$ cat config.mk
export PLATFORM = sky130hd
export DESIGN_NAME = micro_sequencer
export DESIGN_NICKNAME = d
export VERILOG_FILES = /design/src/rtl/useq_pkg.sv /design/src/rtl/useq_dispatch.sv /design/src/rtl/useq_ctrl.sv /design/src/rtl/useq_datapath.sv /design/src/rtl/micro_sequencer.sv
export SDC_FILE = /design/constraint.sdc
export NUM_CORES = 1
export LEC_CHECK = 0
export BUFFER_PORTS_ARGS = -buffer_cell sky130_fd_sc_hd__clkbuf_2
export CELL_PAD_IN_SITES_DETAIL_PLACEMENT = 1
export CELL_PAD_IN_SITES_GLOBAL_PLACEMENT = 2
export CORE_UTILIZATION = 24
export DETAILED_ROUTE_END_ITERATION = 10
export PLACE_DENSITY = 0.84
export SLEW_MARGIN = 20
export SYNTH_ARGS = -nofsm -noshare
export SYNTH_HDL_FRONTEND = slang
export SYNTH_SLANG_ARGS = --single-unit
export TNS_END_PERCENT = 20
$ cat constraint.sdc
create_clock -name clk -period 1.3 [get_ports clk]
set_input_delay 0.065 -clock clk [delete_from_list [all_inputs] [get_ports clk]]
set_output_delay 0.065 -clock clk [all_outputs]
set_load 0.05 [all_outputs]
$ cat src/rtl/useq_pkg.sv
package useq_pkg;

  localparam int OP_W = 6;
  localparam int UA_W = 4;

  // Sequencing codes; the encoding is fixed by the microinstruction format.
  localparam logic [1:0] SEQ_FETCH = 2'b00;
  localparam logic [1:0] SEQ_MAIN  = 2'b01;
  localparam logic [1:0] SEQ_MEM   = 2'b10;
  localparam logic [1:0] SEQ_NEXT  = 2'b11;

  // Opcodes recognised by the tables.
  localparam logic [OP_W-1:0] OPC_REG   = 6'b000000;
  localparam logic [OP_W-1:0] OPC_JUMP  = 6'b000010;
  localparam logic [OP_W-1:0] OPC_BREQ  = 6'b000100;
  localparam logic [OP_W-1:0] OPC_ORIMM = 6'b001011;
  localparam logic [OP_W-1:0] OPC_LOAD  = 6'b100011;
  localparam logic [OP_W-1:0] OPC_STORE = 6'b101011;

  // Entry states of the microcode routines.
  localparam int ST_ADDRCALC = 2;
  localparam int ST_LOADMEM  = 3;
  localparam int ST_STOREMEM = 5;
  localparam int ST_REGEXEC  = 6;
  localparam int ST_BRANCH   = 8;
  localparam int ST_JUMP     = 9;
  localparam int ST_ORIEXEC  = 10;
  localparam int ST_ILLEGAL  = 12;

  // One-hot source strobes from the control half to the address datapath.
  typedef struct packed {
    logic takeNext;
    logic takeMem;
    logic takeMain;
    logic takeZero;
  } seqStrobe_t;

endpackage

$ cat src/rtl/useq_dispatch.sv
module useq_dispatch
  import useq_pkg::*;
#(
  parameter int AW = UA_W
) (
  input  logic [OP_W-1:0] opcode,
  output logic [AW-1:0]   mainTgt,
  output logic [AW-1:0]   memTgt
);

  // Decode table: one entry per supported class, loads and stores share one entry.
  always_comb begin
    unique case (opcode)
      OPC_REG:   mainTgt = AW'(ST_REGEXEC);
      OPC_JUMP:  mainTgt = AW'(ST_JUMP);
      OPC_BREQ:  mainTgt = AW'(ST_BRANCH);
      OPC_ORIMM: mainTgt = AW'(ST_ORIEXEC);
      OPC_LOAD,
      OPC_STORE: mainTgt = AW'(ST_ADDRCALC);
      default:   mainTgt = AW'(ST_ILLEGAL);
    endcase
  end

  // Memory-split table: separates loads from stores; anything else traps.
  always_comb begin
    unique case (opcode)
      OPC_LOAD:  memTgt = AW'(ST_LOADMEM);
      OPC_STORE: memTgt = AW'(ST_STOREMEM);
      default:   memTgt = AW'(ST_ILLEGAL);
    endcase
  end

endmodule

$ cat src/rtl/useq_ctrl.sv
module useq_ctrl
  import useq_pkg::*;
(
  input  logic [1:0]  seqSel,
  output seqStrobe_t  strobe
);

  always_comb begin
    strobe = '0;
    case (seqSel)
      SEQ_FETCH: strobe.takeZero = 1'b1;
      SEQ_MAIN:  strobe.takeMain = 1'b1;
      SEQ_MEM:   strobe.takeMem  = 1'b1;
      default:   strobe.takeNext = 1'b1;
    endcase
  end

endmodule

$ cat src/rtl/useq_datapath.sv
module useq_datapath
  import useq_pkg::*;
#(
  parameter int AW = UA_W
) (
  input  logic          clk,
  input  logic          rst,
  input  seqStrobe_t    strobe,
  input  logic [AW-1:0] mainTgt,
  input  logic [AW-1:0] memTgt,
  output logic [AW-1:0] curAddr
);

  localparam int NSRC = 4;

  logic [AW-1:0]   srcVal [NSRC];
  logic [AW-1:0]   gated  [NSRC];
  logic [NSRC-1:0] pick;
  logic [AW-1:0]   nextAddr;

  assign pick      = {strobe.takeNext, strobe.takeMem, strobe.takeMain, strobe.takeZero};
  assign srcVal[0] = '0;
  assign srcVal[1] = mainTgt;
  assign srcVal[2] = memTgt;
  assign srcVal[3] = curAddr + AW'(1);

  // AND-OR select over one-hot strobes.
  for (genvar i = 0; i < NSRC; i++) begin : g_gate
    assign gated[i] = srcVal[i] & {AW{pick[i]}};
  end

  always_comb begin
    nextAddr = '0;
    for (int i = 0; i < NSRC; i++) nextAddr = nextAddr | gated[i];
  end

  always_ff @(posedge clk) begin
    if (rst) curAddr <= '0;
    else     curAddr <= nextAddr;
  end

endmodule

$ cat src/rtl/micro_sequencer.sv
module micro_sequencer
  import useq_pkg::*;
(
  input  logic            clk,
  input  logic            rst,
  input  logic [OP_W-1:0] opcode,
  input  logic [1:0]      seqSel,
  output logic [UA_W-1:0] uAddr
);

  seqStrobe_t      strobe;
  logic [UA_W-1:0] mainTgt;
  logic [UA_W-1:0] memTgt;

  useq_ctrl ctrl_i (
    .seqSel (seqSel),
    .strobe (strobe)
  );

  useq_dispatch #(.AW(UA_W)) disp_i (
    .opcode  (opcode),
    .mainTgt (mainTgt),
    .memTgt  (memTgt)
  );

  useq_datapath #(.AW(UA_W)) dp_i (
    .clk     (clk),
    .rst     (rst),
    .strobe  (strobe),
    .mainTgt (mainTgt),
    .memTgt  (memTgt),
    .curAddr (uAddr)
  );

endmodule

==> results.txt <==
----------------------------------------------------
[Run status]
  Run status ... finished clean

[Floorplan]
  Height of the chip ... 39.2 um
  Die Footprint ... 1530 um2
  Floorplan core area ... 1280 um2
  Starting density of the core ... 0.258
  Die boundary width ... 39.2 um
  Number of ports placed on the die boundary ... 14
  Count of standard-cell rows ... 13

[Pwr]
  Internal portion of total power ... 0.000290 W
  Lkg Pwr ... 0.223 nW
  Combinational Power Share ... 0.305
  Switching Fraction ... 0.317
  Power Dens Cells ... 879 nW/um2
  Share of total power in sequential cells ... 0.332
  Power spent charging and discharging nets ... 0.000135 W
  Proportion of power drawn by the clock network ... 0.363
  Total Power Consumption ... 0.000424 W
  Worst vdd ir ... 0.000440 V

[Job]
  Number of max-cap violations ... 0

[Logic synthesis]
  Average instance area after synthesis ... 8.96 um2
  Yosys warns ... 0
  Cell area after synthesis ... 332 um2
  FF+latch count, synth ... 4
  Sequential cell area fraction in the yosys report ... 0.242
  Post-synth net total ... 48
  Synth Instances ... 37
  Number of different library cells in the post-synthesis netlist ... 26

[GRT]
  Fraction of met1 tracks used by global routing ... 0.177
  Global-route wire length before repair ... 1500 um
  Vias in the first global route ... 364
  Most Crowded Layer GR ... met2
  Global-route track usage on met2 ... 0.225
  Global-route track usage on met3 ... 0.0520
  Total global-route track usage ... 0.147
  Largest net degree at the start of global routing ... 9
  Initial antenna violation count ... 0
  Leftover overflow at the end of global routing ... 0

[Placement]
  Placement Setup Slack ... -0.00754 ns
  Final Wtd Congestion ... 0.751
  Post-DP HPWL ... 744 um
  I/O Buffers ... 13

[Layout]
  Max FFs per register ... 4
  Diodes inserted ... 0
  Number of nets in the final layout ... 69
  Most common library cell in the layout ignoring fill and taps ... sky130_fd_sc_hd__clkbuf_2
  Proportion of layout cells with a drive suffix above 1 ... 0.518
  Register with the highest flop count ... dp_i.curAddr
  Largest regs ... dp_i.curAddr (4)
  Most frequent cells in the layout ... sky130_fd_sc_hd__clkbuf_2 (13), sky130_fd_sc_hd__buf_4 (4), sky130_fd_sc_hd__nor3_1 (3), sky130_fd_sc_hd__clkbuf_4 (3), sky130_fd_sc_hd__dfxtp_2 (3)
  Area Overhead vs Synth ... 45.7%

[STA]
  Final worst clock skew ... 0.00661 ns
  Unrepaired setup endpoints after global routing ... false
  Max Clock Freq ... 917 MHz
  Final worst path period share ... 0.839
  Final worst path period need ... 1.09 ns
  Final hold vios ... 0
  Relative slew slack ... 0.711
  Max Slew Vio Count ... 0
  Worst setup margin ... 0.209 ns
  Setup Viol. Count Final ... 0
  Slew of the pin with the lowest slew margin ... 0.430 ns

[Detailed routing]
  DR vias/cell ... 5.31
  Final routed DRC violation total ... 0
  DRT iter0 DRCs ... 1
  Total Routed Length ... 879 um
  Number of optimization iterations in the first detailed-route pass ... 2
  Number of nets still failing antenna checks after routing ... 0
  Routed length per placed instance ... 12.4 um
  Vias ... 377

[Clock network]
  Post-CTS Hold Fix Bufs ... 0
  Clk slew on worst S/H paths ... 0.04 ns
  CTS tree ... done
  Maximum clock insertion buffer count ... 2
  Clk Tree Root Cell ... sky130_fd_sc_hd__clkbuf_4
  Clk sink count ... 4
  Depth of the CTS H-tree ... 1
  Post-CTS Resized ... 0
  Total clock buffers created by CTS ... 3
  Post-CTS setup buffer count ... 0
  Clock insertion delay at the later pin of the skew report ... 0.24 ns

[Critical path]
  Critical Setup Path Class ... reg2reg
  Endpoint arrival time on the critical path ... 1.25 ns
  Startpoint class of the critical path ... flop
  Crit. End Element ... flop
  Endpoint required time on the critical path ... 1.46 ns
  Critical Path Fanout Max ... 4

[Min path]
  Class of the most critical hold timing path ... in2reg

----------------------------------------------------
-- logic make-up (layout without fill, tap and decap cells) --
kind of cell	after synthesis	count (layout)	synth area share
XOR/XNOR	3	3	0.102
flip-flops	4	4	0.242
AO/OA/AOI/OAI	12	12	0.321
adder cells (fa/ha/maj)	1	1	0.0377
buffers and inverters	4	23	0.0490
AND/OR/NAND/NOR	13	13	0.249
-- final cells by class --
class | count | area, um2
Multi-Input combinational cell | 29 | 235
Clock buffer | 3 | 22.5
Timing Repair Buffer | 18 | 115
Tap cell | 15 | 18.8
Sequential cell | 4 | 83.8
Fill cell | 159 | 802
Inverter | 2 | 7.51
-- metal layers --
layer / share of wire / wire length (um)
met5: 0 / 0
met1: 0.49 / 429
met3: 0.035 / 31
met2: 0.48 / 419
met4: 0 / 0
-- worst max-delay path: stages (launching register included) --
cell and delay (ns):
sky130_fd_sc_hd__dfxtp_2 0.33, sky130_fd_sc_hd__ha_1 0.20, sky130_fd_sc_hd__xor2_1 0.15, sky130_fd_sc_hd__nand2_1 0.08
sky130_fd_sc_hd__o311a_1 0.13, sky130_fd_sc_hd__nor3_1 0.12
-- synth_stat cells --
| master | number | area (um2) |
|---|---|---|
| sky130_fd_sc_hd__o311a_1 | 1 | 10.0 |
| sky130_fd_sc_hd__nor4_1 | 1 | 6.26 |
| sky130_fd_sc_hd__a2bb2oi_1 | 1 | 8.76 |
| sky130_fd_sc_hd__o21ai_1 | 1 | 5.00 |
| sky130_fd_sc_hd__xor2_1 | 2 | 17.5 |
| sky130_fd_sc_hd__clkbuf_1 | 1 | 3.75 |
| sky130_fd_sc_hd__inv_1 | 2 | 7.51 |
| sky130_fd_sc_hd__ha_1 | 1 | 12.5 |
| sky130_fd_sc_hd__a311oi_1 | 1 | 8.76 |
| sky130_fd_sc_hd__o211a_1 | 1 | 10.0 |
| sky130_fd_sc_hd__dfxtp_1 | 4 | 80.1 |
| sky130_fd_sc_hd__nand3_1 | 2 | 10.0 |
| sky130_fd_sc_hd__a31oi_1 | 1 | 6.26 |
| sky130_fd_sc_hd__a211oi_1 | 1 | 7.51 |
| sky130_fd_sc_hd__or4b_1 | 2 | 20.0 |
| sky130_fd_sc_hd__or4_2 | 1 | 8.76 |
| sky130_fd_sc_hd__nand2_1 | 2 | 7.51 |
| sky130_fd_sc_hd__a21oi_1 | 2 | 10.0 |
| sky130_fd_sc_hd__a21oi_2 | 1 | 8.76 |
| sky130_fd_sc_hd__clkbuf_2 | 1 | 5.00 |
| sky130_fd_sc_hd__o221ai_2 | 1 | 15.0 |
| sky130_fd_sc_hd__or3_1 | 1 | 6.26 |
| sky130_fd_sc_hd__xnor2_2 | 1 | 16.3 |
| sky130_fd_sc_hd__nor3_1 | 3 | 15.0 |
| sky130_fd_sc_hd__nor4b_1 | 1 | 8.76 |
| sky130_fd_sc_hd__o32ai_2 | 1 | 16.3 |
-- power by group through the flow --
stage                     Sequential [W]  Clock, W  Combinational, W
final                           0.000141  0.000154          0.000129
after global routing            0.000142  0.000184          0.000141
after CTS                       0.000141  0.000163          0.000131
after detailed placement        0.000143         0          0.000131
after global placement          0.000142         0          0.000129
after floorplan                 0.000170         0         0.0000456
-- through the flow --
stage                     cell area, um2  hold slack [ns]   util  TNS (ns)  cells
after detailed placement             460            0.294  0.358  -0.00754     68
final                                483           0.0478  0.376         0     71
after global routing                 483           0.0422  0.376         0     71
after global placement               460            0.290  0.358         0     68
after floorplan                      335            0.127      -         0     37
after CTS                            483           0.0427  0.376         0     71
-- final timing paths --
check                        from               to  slack [ns]  cells after the start
hold reg to reg   dp_i.curAddr[0]  dp_i.curAddr[0]        0.65                      2
setup / recovery  dp_i.curAddr[0]  dp_i.curAddr[2]        0.21                      5
setup reg to reg  dp_i.curAddr[0]  dp_i.curAddr[2]        0.21                      5
hold / removal                rst  dp_i.curAddr[3]        0.05                      2
Power figures use the tool's default switching activity.
